$ cat config.mk
export PLATFORM = sky130hd
export DESIGN_NAME = ssr_status_ctrl
export DESIGN_NICKNAME = d
export VERILOG_FILES = /design/src/rtl/ssr_pkg.sv /design/src/rtl/ssr_cmd_decode.sv /design/src/rtl/ssr_flag_cell.sv /design/src/rtl/ssr_irq_gen.sv /design/src/rtl/ssr_status_ctrl.sv
export SDC_FILE = /design/constraint.sdc
export NUM_CORES = 1
export LEC_CHECK = 0
export CAP_MARGIN = 15
export CORE_MARGIN = 2
export CORE_UTILIZATION = 35
export DETAILED_ROUTE_END_ITERATION = 6
export DONT_BUFFER_PORTS = 1
export SLEW_MARGIN = 20
export SYNTH_ARGS = -nofsm -noshare
export SYNTH_HDL_FRONTEND = slang
export SYNTH_HIERARCHICAL = 1
export SYNTH_SLANG_ARGS = --single-unit
$ cat constraint.sdc
create_clock -name clk -period 1.2 [get_ports clk]
set_input_delay 0 -clock clk [delete_from_list [all_inputs] [get_ports clk]]
set_output_delay 0 -clock clk [all_outputs]
set_load 0.01 [all_outputs]
$ cat src/rtl/ssr_pkg.sv
// Package: shared constants and bit-position helpers for the SPI status
// register. Assumes a 16-bit command word and a 16-bit status word; the
// positions below are decoded by software and the serial engine, so they
// are fixed behaviour rather than layout choices.
package ssr_pkg;

    localparam int CMD_W    = 16;
    localparam int STAT_W   = 16;
    localparam int N_FLAGS  = 8;
    localparam int N_HW_ERR = 5;
    localparam int BUSY_POS = 13;

    // Internal flag indices
    localparam int F_EN  = 0;   // run/configuration mode
    localparam int F_MS  = 1;   // master select
    localparam int F_RUF = 2;   // receive underflow
    localparam int F_MER = 3;   // mode error (software only)
    localparam int F_TXE = 4;   // transmit overflow
    localparam int F_RXE = 5;   // receive overflow
    localparam int F_ABT = 6;   // abort
    localparam int F_TUF = 7;   // transmit underflow

    // Flags that count as errors (everything except mode and master select)
    localparam logic [N_FLAGS-1:0] ERR_FLAG_MASK = 8'hFC;

    // Command bit that sets a flag
    function automatic int set_pos(input int f);
        case (f)
            F_EN:    return 1;
            F_MS:    return 3;
            F_RUF:   return 5;
            F_MER:   return 7;
            F_TXE:   return 12;
            F_RXE:   return 13;
            F_ABT:   return 14;
            default: return 15;
        endcase
    endfunction

    // Command bit that clears a flag
    function automatic int clr_pos(input int f);
        case (f)
            F_EN:    return 0;
            F_MS:    return 2;
            F_RUF:   return 4;
            F_MER:   return 6;
            F_TXE:   return 8;
            F_RXE:   return 9;
            F_ABT:   return 10;
            default: return 11;
        endcase
    endfunction

    // Status word bit that shows a flag
    function automatic int stat_pos(input int f);
        case (f)
            F_EN:    return 0;
            F_MS:    return 1;
            F_RUF:   return 12;
            F_MER:   return 14;
            F_TXE:   return 8;
            F_RXE:   return 9;
            F_ABT:   return 10;
            default: return 11;
        endcase
    endfunction

    // Engine pulse index feeding a flag, -1 when software-only
    function automatic int hw_idx(input int f);
        case (f)
            F_TXE:   return 0;
            F_RXE:   return 1;
            F_ABT:   return 2;
            F_TUF:   return 3;
            F_RUF:   return 4;
            default: return -1;
        endcase
    endfunction

endpackage

$ cat src/rtl/ssr_cmd_decode.sv
// Module: splits a command write into per-flag set and clear strobes.
// Assumes the command word is qualified by a single write strobe; without
// the strobe no flag sees a request.
module ssr_cmd_decode
    import ssr_pkg::*;
#(
    parameter int CW = CMD_W,
    parameter int NF = N_FLAGS
) (
    input  logic          cmd_we,
    input  logic [CW-1:0] cmd_data,
    output logic [NF-1:0] set_req,
    output logic [NF-1:0] clr_req
);

    // Per-flag strobe extraction
    for (genvar gi = 0; gi < NF; gi++) begin : g_dec
        assign set_req[gi] = cmd_we & cmd_data[set_pos(gi)];
        assign clr_req[gi] = cmd_we & cmd_data[clr_pos(gi)];
    end

endmodule

$ cat src/rtl/ssr_flag_cell.sv
// Module: one status flag. An engine event sets it with top priority;
// otherwise a lone set or a lone clear request applies, and a set together
// with a clear leaves it unchanged. Assumes synchronous active-low reset.
module ssr_flag_cell (
    input  logic clk,
    input  logic rst_n,
    input  logic set_req,
    input  logic clr_req,
    input  logic hw_hit,
    output logic flag_q
);

    // Flag update with event-over-software priority
    always_ff @(posedge clk) begin
        if (!rst_n) begin
            flag_q <= 1'b0;
        end else if (hw_hit) begin
            flag_q <= 1'b1;
        end else if (set_req && !clr_req) begin
            flag_q <= 1'b1;
        end else if (clr_req && !set_req) begin
            flag_q <= 1'b0;
        end
    end

endmodule

$ cat src/rtl/ssr_irq_gen.sv
// Module: error interrupt request. ORs the flags selected by MASK and gates
// the result with the enable. Combinational, so the request tracks the
// registered flags in the same cycle.
module ssr_irq_gen #(
    parameter int              NF   = 8,
    parameter logic [NF-1:0]   MASK = '1
) (
    input  logic [NF-1:0] flags,
    input  logic          irq_en,
    output logic          irq
);

    // Gated OR of the error flags
    always_comb begin
        irq = irq_en & (|(flags & MASK));
    end

endmodule

$ cat src/rtl/ssr_status_ctrl.sv
// Module: top of the SPI status/error register. Decodes paired set/clear
// command bits, captures enabled engine error pulses, assembles the status
// word and drives the error interrupt. Assumes engine pulses are one cycle
// wide and synchronous to clk.
module ssr_status_ctrl
    import ssr_pkg::*;
#(
    parameter int CW = CMD_W,
    parameter int SW = STAT_W,
    parameter int NE = N_HW_ERR
) (
    input  logic          clk,
    input  logic          rst_n,
    input  logic          cmd_we,
    input  logic [CW-1:0] cmd_data,
    input  logic [NE-1:0] err_evt,
    input  logic [NE-1:0] err_en,
    input  logic          err_irq_en,
    input  logic          busy_in,
    output logic [SW-1:0] status_o,
    output logic          run_mode_o,
    output logic          master_o,
    output logic          err_irq_o
);

    localparam int NF = N_FLAGS;

    logic [NF-1:0] set_req;
    logic [NF-1:0] clr_req;
    logic [NF-1:0] hw_hit;
    logic [NF-1:0] flag_q;
    logic [NE-1:0] evt_gated;

    // Error pulses pass only where capture is enabled
    assign evt_gated = err_evt & err_en;

    ssr_cmd_decode #(.CW(CW), .NF(NF)) u_dec (
        .cmd_we   (cmd_we),
        .cmd_data (cmd_data),
        .set_req  (set_req),
        .clr_req  (clr_req)
    );

    // Flag storage, one cell per flag with its engine source if any
    for (genvar gf = 0; gf < NF; gf++) begin : g_flag
        if (hw_idx(gf) >= 0) begin : g_src
            assign hw_hit[gf] = evt_gated[hw_idx(gf)];
        end else begin : g_nosrc
            assign hw_hit[gf] = 1'b0;
        end

        ssr_flag_cell u_cell (
            .clk     (clk),
            .rst_n   (rst_n),
            .set_req (set_req[gf]),
            .clr_req (clr_req[gf]),
            .hw_hit  (hw_hit[gf]),
            .flag_q  (flag_q[gf])
        );
    end

    // Status word assembly from flags and live busy
    always_comb begin
        status_o = '0;
        for (int k = 0; k < NF; k++) begin
            status_o[stat_pos(k)] = flag_q[k];
        end
        status_o[BUSY_POS] = busy_in;
    end

    assign run_mode_o = flag_q[F_EN];
    assign master_o   = flag_q[F_MS];

    ssr_irq_gen #(.NF(NF), .MASK(ERR_FLAG_MASK)) u_irq (
        .flags  (flag_q),
        .irq_en (err_irq_en),
        .irq    (err_irq_o)
    );

endmodule

# Word-level counts from Yosys, hierarchy flattened
# Index checks and enable logic that the tools add are counted.
# word_totals
reg_bits	8
latchBits	0
mem_bits_rw	0
romBits	0
input_bits	31
output_inout_bits	19
elab_cells	88
memories	0
# op_classes
addsub	0
n_mul	0
div	0
n_lt_le_gt_ge	0
eq_ne	0
shift	0
mux	21
bitwise	18
reduce_logical	41
# op_table
operator	n
two-way mux 1 bit	21
AND 1 bit	17
logical AND 1 bit	16
zero test 1 bit	16
nonzero test 3 bit	5
nonzero test 2 bit	3
OR reduction 6 bit	1
AND 5 bit	1

# Longest topological paths before layout
# Gate-level depths: netlist of the first run.
# logic_depth
word_depth	6
depth_mapped	4
mapped_depth_nobuf	3

# By module
# Netlist of the first run, hierarchy kept.
# modules_own_cells
mod	n_inst	cells_per_inst	area_per_inst_um2	seq_area_each_um2
ssr_flag_cell	8	4	45.0	20.0
ssr_cmd_decode	1	17	126.4	0.0
ssr_status_ctrl	1	16	110.1	0.0
ssr_irq_gen	1	2	16.3	0.0

# Least setup slack after synthesis of the first run
# Ideal clock, no wire load.
# synth_timing
path_kind	register to output
startpoint	reg g_flag[3].u_cell.flag_q
endpoint	out err_irq_o
arrival_ns	1.111
t_required_ns	1.200
path_slack_ns	0.089
path_stages_with_launch	3
path_buffers	0
path_cell_list	dfxtp_1 -> or4_1 -> o31a_1
# synth_between
elab_chain_len	2
# synth_lines
element	line	text
start, declared	ssr_flag_cell.sv:10	output logic flag_q
start signal, assigned	ssr_flag_cell.sv:16	flag_q <= 1'b0;
start signal, assigned	ssr_flag_cell.sv:18	flag_q <= 1'b1;
start signal, assigned	ssr_flag_cell.sv:20	flag_q <= 1'b1;
OR reduction 6 bit	ssr_irq_gen.sv:15	irq = irq_en & (|(flags & MASK));
AND 1 bit	ssr_irq_gen.sv:15	
end, declared	ssr_status_ctrl.sv:23	output logic err_irq_o
# Every way passes these cells.

# Worst setup path after layout of the first run
# Same ends and word-level chain as after synthesis.

==> metrics.md, run 1 <==
| Metric | Value |
|---|---|
| Status | complete, but fails checks |
| Violated checks | negative setup slack |
| Multi-input logic area | 412 um2 |
| Core Util, Final | 38.4% |
| Starting Density | 36.3% |
| GP Congestion | 0.584 |
| Routed wire per std cell | approximately 13 um |
| Filler Cell Count | about 180 |
| Flop2flop setup slack | about 0.3 ns |
| Drt via density | around 5.2 |
| Post_cts resized | 0 |
| Worst vdd rail ir drop | slightly above 0.0006 V |
| Total CTS buffers | 3 |
| Top-area cell type share of the netlist area | a little over a quarter |
| Peak Freq | 747 MHz |
| Die height | ~46 um |
| Power per standard cell area | 1000 nW/um2 |
| Crit Path Category | reg -> out |
| Tot Pwr | 0.649 mW |
| Global Route Usage Sum | about an eighth |
| R2R Path Start | g_flag[2].u_cell/flag_q |
| Largest regs | g_flag.u_cell/flag_q x8 |
| Synthesis Warnings | 6 |
| Worst min path class | in -> out |
| Layout area overhead | 5.71% |
| Vias in the first global route | ~420 |
| First-pass GRT wire length | between 1500 and 2000 um |
| Clock latency on the worst-skew pair | roughly 0.25 ns |
| DRC | 0 |
| Placed inst area | about 620 um2 |
| Number of diodes | 0 |
| Die area | 2100 um2 |
| Final setup margin | -0.139 ns |
| Critical Path Fanout Max | 2 |
| Setup-failing EPs final | 1 |
| Largest net degree at the start of global routing | 17 |
| Clk root buf | clkbuf_4 |
| Netlist area before placement | roughly 610 um2 |
| Register Area | 160 um2 |
| Top reg by flops | g_flag.u_cell/flag_q |
| RSZ-0062 raised after global routing | true |
| Commonest non-fill, non-tap cell in the layout | conb_1 |
| Max cap viols | 0 |
| DRT iter0 DRCs | 3 |
| Tcrit/Tclk final | 112% |
| Chip width | around 46 um |
| Final Skew | 0 ns |
| Critical Path AT | 1.34 ns |
| Required time of the critical path | 1.20 ns |
| Slew Viols, Final | 0 |
| Reg clk slew, reported paths | about 0.050 ns |
| Synth unique cells | 11 |
| Tmin final | ~1.3 ns |
| CTS Buffer Depth | 2 |
| #FFs+latches synth | 8 |
| Cells on Worst Hold Path | 0 |
| Final net count | around 110 |
| Hold_ws | between 0.000015 and 0.00002 ns |
| Fin. Hold Viols | 0 |
| DR vias | 481 |
| Critical path launch point type | flip-flop |
| Port bufs | 0 |
| Finished Cell Area | 648 um2 |
| Initial antenna violation count | 0 |
| Register area share after synthesis | a little over a quarter |
| WHS Endpoint | status_o[13] |
| CTS tree | done |
| Core Region | between 1500 and 2000 um2 |
| Post-DRT Antenna Nets | 0 |
| Remaining global-route overflow | 0 |
| CTS sink cnt | 8 |
| Synth area leader | dfxtp_1 |
| # rows | 15 |
| H-tree levels | 1 |
| IO Pins | 50 |
| Critical R2R Capture | g_flag[2].u_cell/flag_q |
| Min-delay src | busy_in |
| Cell count after synthesis | between 60 and 70 |
| DRT Pass-1 Iters | 4 |
| Post-synthesis average cell area | between 9 and 10 um2 |
| Ratio of cells with drive above 1 in the final layout | between 20% and 30% |
| Number of flip-flops in the largest register | 8 |
| Largest cells by area after synthesis | dfxtp_1, and2_2, o311a_1 |
| Leak Pwr | ~0.29 nW |
| Worst setup EP type | primary output |
| Routed WL | about 1200 um |
| Most frequent cells in the layout | conb_1, and2_2, and2_1 |
| Worst R2R Path Depth | 2 |
metrics by stage:
step	setup WS, ns	TNS, ns	instances
6_report	-0.139	-0.139	92
5_1_grt	-0.205	-0.205	92
4_1_cts	-0.158	-0.158	92
3_5_place_dp	0.114	0	88
3_3_place_gp	0.116	0	88
2_1_floorplan	0.0890	0	79
area by class of cell:
| type | count | area share, % |
|---|---|---|
| clock buffer | 3 | 3.47 |
| multi-input combinational | 60 | 63.5 |
| sequential | 8 | 24.7 |
| tap | 17 | 3.28 |
| timing repair buffer | 4 | 5.02 |
routing by layer:
| layer | track usage [%] | wire (um) |
|---|---|---|
| met4 | 5.14 | 0 |
| met2 | 20.6 | 598 |
| met3 | 8.73 | 155 |
| met5 | 0 | 0 |
| met1 | 11.0 | 410 |
cells by family (layout without fill, tap and decap cells):
group                  count (synthesis)  in the layout  share of synthesized area [%]
buffers and inverters                 11              7                           14.1
AND/OR/NAND/NOR                       38             38                           44.7
flip-flops                             8              8                           26.1
AO/OA/AOI/OAI                          9              9                           14.5
other                                  1             13                          0.612
repair_timing:
| item | 4_1_cts | 5_1_grt |
|---|---|---|
| setup buffers | 0 | 0 |
| hold buffers | 1 | 0 |
| endpoints found under the setup margin | 1 | 1 |
| endpoints found under the hold margin | 8 | 0 |
synthesized netlist by cell type:
master and number:
o31a_1 1, o311a_1 8, conb_1 1, nor2b_1 8
buf_6 1, and2_2 12, or3b_1 8, buf_4 10
or4_1 1, dfxtp_1 8, and2_1 9
power breakdown:
part,switching [mW],leakage (nW),total [mW],internal [mW]
clock network,0.0900,0.0138,0.204,0.114
registers,0.0274,0.0667,0.317,0.290
logic,0.0561,0.213,0.127,0.0709
worst max-delay path by stage:
stage,end,slack (ns),depth (start not counted),start
after floorplan,err_irq_o,0.09,2,g_flag[3].u_cell/flag_q
after global placement,err_irq_o,0.12,2,g_flag[3].u_cell/flag_q
after detailed placement,err_irq_o,0.11,2,g_flag[3].u_cell/flag_q
after CTS,err_irq_o,-0.16,2,g_flag[3].u_cell/flag_q
after global routing,err_irq_o,-0.20,2,g_flag[3].u_cell/flag_q
final,err_irq_o,-0.14,2,g_flag[3].u_cell/flag_q
worst max-delay path: stages (launching register included):
cell     delay [ns]
dfxtp_1        0.30
or4_1          0.50
o31a_1         0.29
Power figures use the tool's default switching activity.
==> run 2: changes to the inputs <==
clock period = 1.1 ns   (was 1.2 ns; I/O delays follow)
==> run 2 against run 1 <==
The run still ends with negative setup slack left. Critical path depth is the same. Cell area is 2.3% higher. Register-to-register slack lost 0.10 ns. Routed wire length increased by 4.7%. Critical path type unchanged. Critical endpoint unchanged.
==> metrics.md, run 2 (synthesis gave the netlist of run 1 again) <==
| Metric | Value |
|---|---|
| Die height | 45.9 um |
| First-pass GRT wire length | ~1800 um |
| # rows | 15 |
| Final setup margin | -0.254 ns |
| Most frequent cells in the layout | conb_1, and2_2, and2_1 |
| Global Route Usage Sum | 12.6% |
| GP Congestion | 0.591 |
| Worst setup EP type | primary output |
| Routed WL | approximately 1200 um |
| DRC | 0 |
| Peak Freq | ~740 MHz |
| Tmin final | about 1.4 ns |
| Starting Density | a little over a third |
| Setup-failing EPs final | 1 |
| Crit Path Category | reg -> out |
| Cells after DPL | 90 |
| Clk root buf | clkbuf_4 |
| Setup bufs post-CTS | 0 |
| DRT iter0 DRCs | 1 |
| Routed wire per std cell | between 10 and 15 um |
| Worst min path class | in -> out |
| CTS Buffer Depth | 2 |
| DR vias | ~470 |
| H-tree levels | 1 |
| Critical path launch point type | flip-flop |
| Die area | around 2100 um2 |
| Vias in the first global route | 416 |
| Violated checks | negative setup slack |
| Finished Cell Area | between 600 and 700 um2 |
| Final Skew | 0 ns |
| IO Pins | 50 |
| Chip width | around 46 um |
| Drt via density | around 5.0 |
| Largest net degree at the start of global routing | 17 |
| CP max stage delay | slightly above 0.5 ns |
| Number of diodes | 0 |
| CTS tree | done |
| Post-DRT Antenna Nets | 0 |
| Required time of the critical path | around 1.1 ns |
| Final net count | 110 |
| Critical Path AT | between 1 and 1.5 ns |
| Number of flip-flops in the largest register | 8 |
| Clock latency on the worst-skew pair | between 0.2 and 0.3 ns |
| CP max-delay cell | or4_1 |
| Top reg by flops | g_flag.u_cell/flag_q |
| Critical Path Fanout Max | 2 |
| RSZ-0062 raised after global routing | true |
| Final std cells w/o fill | 94 |
| Worst vdd rail ir drop | around 0.0008 V |
| Critical Path, Cell by Cell | or4_1, o31a_1 |
| Post_cts resized | 0 |
| Tcrit/Tclk final | 123% |
| Core Region | ~1700 um2 |
| Commonest non-fill, non-tap cell in the layout | conb_1 |
| Leak Pwr | between 0.3 and 0.4 nW |
| Tot Pwr | 0.713 mW |
| Remaining global-route overflow | 0 |
| CTS sink cnt | 8 |
| Ratio of cells with drive above 1 in the final layout | approximately a quarter |
| Fin. Hold Viols | 0 |
| Placed inst area | around 630 um2 |
| Largest regs | g_flag.u_cell/flag_q x8 |
| Layout area overhead | 8.16% |
| Slew Viols, Final | 0 |
| Total CTS buffers | 3 |
| DRT Pass-1 Iters | 2 |
| Max cap viols | 0 |
| Power per standard cell area | 1080 nW/um2 |
| Status | complete, but fails checks |
| Port bufs | 0 |
| Initial antenna violation count | 0 |
| Reg clk slew, reported paths | roughly 0.050 ns |
-- run 2: area by class of cell --
type | instances | area, um2
fill | 175 | 1030
clock buffer | 3 | 22.5
tap | 17 | 21.3
timing repair buffer | 6 | 47.5
sequential | 8 | 160
multi-input combinational | 60 | 412
-- run 2: routing by layer --
layer,wire length (um),share of wire (%),global-route usage (%)
met2,629,52,21.1
met3,141,12,9.52
met5,0,0,0
met1,447,37,11.9
met4,0,0,3.43
-- run 2: path summary, 6_finish.rpt --
check,from,to,slack (ns),cells after the start
worst max register to register,g_flag[3].u_cell/flag_q,g_flag[3].u_cell/flag_q,0.20,2
worst min register to register,g_flag[0].u_cell/flag_q,g_flag[0].u_cell/flag_q,0.52,1
worst min-delay path,busy_in,status_o[13],0.00002,0
worst max-delay path,g_flag[3].u_cell/flag_q,err_irq_o,-0.25,2
-- run 2: repair_timing --
| item | 4_1_cts | 5_1_grt |
|---|---|---|
| endpoints found under the hold margin | 8 | 0 |
| setup endpoints to repair | 1 | 1 |
| hold buffers | 1 | 0 |
| cloned | 0 | 0 |
-- run 2: power by group --
part           switching (mW)  total (mW)  leakage [nW]  internal [mW]
Clock                  0.0941       0.219        0.0138          0.124
Sequential             0.0218       0.338        0.0667          0.316
Combinational          0.0721       0.157         0.223         0.0849
Total                   0.188       0.713         0.303          0.525
-- run 2: worst max-delay path: cells and delay by family (launching register included) --
| family | cells | cell delay [ns] |
|---|---|---|
| AO/OA/AOI/OAI | 1 | 0.30 |
| flip-flops | 1 | 0.30 |
| AND/OR/NAND/NOR | 1 | 0.51 |
-- run 2: metrics by stage --
stage               setup TNS, ns  setup slack [ns]  hold slack [ns]  utilization (%)
floorplan                 -0.0110           -0.0110           0.0918                -
global placement                0            0.0170        0.0000686             37.3
detailed placement              0           0.00664        0.0000686             37.3
CTS                        -0.262            -0.262        0.0000686             39.3
global route               -0.294            -0.294        0.0000782             39.3
finish                     -0.254            -0.254        0.0000169             39.3
==> run 3: changes to the inputs <==
CORE_AREA = 2 2 39 41   (was default)
CORE_MARGIN = default   (was 2)
CORE_UTILIZATION = default   (was 35)
DIE_AREA = 0 0 41 43   (was default)
clock period = 1.4 ns   (was 1.1 ns; I/O delays follow)
==> run 3 against run 2 <==
The flow still finishes with violations (negative setup slack). Register-to-register slack improved by 0.36 ns. Critical path depth did not move. Routed wire length fell by 15%. Sequential share of layout area rose by 1.6 points. Combinational power fell by 40%. Non-clock buffer count fell by 5. Clock-buffer cell count did not move. Flip-flop and latch count did not move. Hold slack barely moved. Final cell count fell by 6.4%.
==> metrics.md, run 3 (synthesis gave the netlist of run 1 again) <==
| Metric | Value |
|---|---|
| Status | complete, but fails checks |
| Violated checks | negative setup slack |
| GP Congestion | between 0.5 and 0.6 |
| Setup bufs post-CTS | 0 |
| Starting Density | between 40 and 50% |
| Final setup margin | -0.0130 ns |
| Critical path launch point type | flip-flop |
| Cells on Worst Hold Path | 0 |
| Worst R2R Path Depth | 1 |
| Filler Cell Count | between 100 and 150 |
| Max cap viols | 0 |
| Number of diodes | 0 |
| Peak Freq | 708 MHz |
| Worst min path class | in -> out |
| WHS Endpoint | status_o[13] |
| Final net count | 105 |
| # rows | 14 |
| RSZ-0062 raised after global routing | true |
| Met2 Wirelength | about 520 um |
| Tcrit/Tclk final | 101% |
| Top reg by flops | g_flag.u_cell/flag_q |
| H-tree levels | 1 |
| Initial antenna violation count | 0 |
| Reg clk slew, reported paths | about 0.05 ns |
| Required time of the critical path | between 1 and 1.5 ns |
| Uppermost layer routed | met3 |
| DRC | 0 |
| First-pass GRT wire length | around 1600 um |
| Slew Viols, Final | 0 |
| Core Region | between 1000 and 1500 um2 |
| Port bufs | 0 |
| Ratio of cells with drive above 1 in the final layout | between 20% and 30% |
| Critical Path Fanout Max | 3 |
| Most frequent cells in the layout | conb_1, and2_2, and2_1 |
| Core Util, Final | between 40% and 50% |
| Psw | 0.145 mW |
| Layout area overhead | 2.86% |
| Clk pwr share | 31.8% |
| Metal-1 WL | between 400 and 500 um |
| Finished Cell Area | 631 um2 |
| Worst vdd rail ir drop | approximately 0.00045 V |
| Sw Share | 26.5% |
| Critical R2R Capture | g_flag[0].u_cell/flag_q |
| CP max stage delay | ~0.53 ns |
| Die area | approximately 1800 um2 |
| Flop2flop setup slack | 0.56 ns |
| Fin. Hold Viols | 0 |
| Min-delay src | busy_in |
| Met3 WL | roughly 120 um |
| Critical Path AT | about 1.4 ns |
| Final std cells w/o fill | just under 90 |
| Chip width | between 40 and 50 um |
| CTS tree | done |
| DR vias | 466 |
| CTS Buffer Depth | 2 |
| Part of the power in registers | between 50 and 60% |
| Post-DRT Antenna Nets | 0 |
| R2R Path Start | g_flag[0].u_cell/flag_q |
| Leak Pwr | between 0.2 and 0.3 nW |
| Hold_ws | around 0.000098 ns |
| Tot Pwr | approximately 0.55 mW |
| Final Skew | 0 ns |
| CTS sink cnt | 8 |
| Commonest non-fill, non-tap cell in the layout | conb_1 |
| CP max-delay cell | or4_4 |
| Clk root buf | clkbuf_4 |
| Internal power | slightly above 0.4 mW |
| Die height | 43 um |
| IO Pins | 50 |
| Number of flip-flops in the largest register | 8 |
| Comb pwr share | 17.1% |
| Hpwl dp | ~840 um |
| Setup TNS Final | -0.0130 ns |
| Placed inst area | slightly below 600 um2 |
| Vias in the first global route | 396 |
| Largest net degree at the start of global routing | 17 |
| Setup-failing EPs final | 1 |
| Crit Path Category | reg -> out |
| Power per standard cell area | 869 nW/um2 |
| Routed wire per std cell | 11.8 um |
| Drt via density | ~5.3 |
| Routed WL | around 1000 um |
| Clock latency on the worst-skew pair | 0.25 ns |
| DP Worst Slack | between 0.2 and 0.25 ns |
| Worst setup EP type | primary output |
| Largest regs | g_flag.u_cell/flag_q x8 |
| Global Route Usage Sum | between 10% and 20% |
| Cells after DPL | 84 |
| Tmin final | ~1.4 ns |
| DRT iter0 DRCs | 2 |
| Remaining global-route overflow | 0 |
| DRT Pass-1 Iters | 4 |
| Total CTS buffers | 3 |
| Critical Path, Cell by Cell | or4_4, o31a_1 |
[run 3: layout make-up]
cell class                 count  area (um2)  area share, %
timing repair buffer           1        10.0           1.59
tap                           16        20.0           3.17
clock buffer                   3        22.5           3.57
sequential                     8         163           25.8
multi-input combinational     60         415           65.9
[run 3: power by group through the flow]
| stage | clock network (mW) | registers (mW) | logic [mW] |
|---|---|---|---|
| global route | 0.200 | 0.283 | 0.108 |
| floorplan | 0 | 0.275 | 0.109 |
| detailed placement | 0 | 0.283 | 0.0853 |
| CTS | 0.186 | 0.280 | 0.0946 |
| global placement | 0 | 0.283 | 0.0840 |
| finish | 0.174 | 0.280 | 0.0939 |
[run 3: layer usage]
metal / vias to the layer above / track usage, %
li1: 228 / -
met1: 213 / 13.2
met2: 25 / 22.2
met3: 0 / 8.38
met4: 0 / 6.00
met5: - / 0
[run 3: critical path, delay by kind of cell (launching register included)]
kind / cells / cell delay [ns]
compound gates: 1 / 0.29
flops: 1 / 0.34
simple gates: 1 / 0.53
[run 3: how the worst max path moves through the flow]
| stage | depth (start not counted) | slack, ns | from | endpoint |
|---|---|---|---|---|
| after floorplan | 2 | 0.29 | g_flag[3].u_cell/flag_q | err_irq_o |
| after global placement | 2 | 0.22 | g_flag[3].u_cell/flag_q | err_irq_o |
| after detailed placement | 2 | 0.22 | g_flag[3].u_cell/flag_q | err_irq_o |
| after CTS | 2 | -0.03 | g_flag[3].u_cell/flag_q | err_irq_o |
| after global routing | 2 | -0.05 | g_flag[3].u_cell/flag_q | err_irq_o |
| final | 2 | -0.01 | g_flag[3].u_cell/flag_q | err_irq_o |
[run 3: repair_timing]
item / in CTS / in global routing
hold endpoints to repair: 8 / 0
gates resized for setup: 3 / 0
endpoints found under the setup margin: 1 / 1
hold buffers: 1 / 0
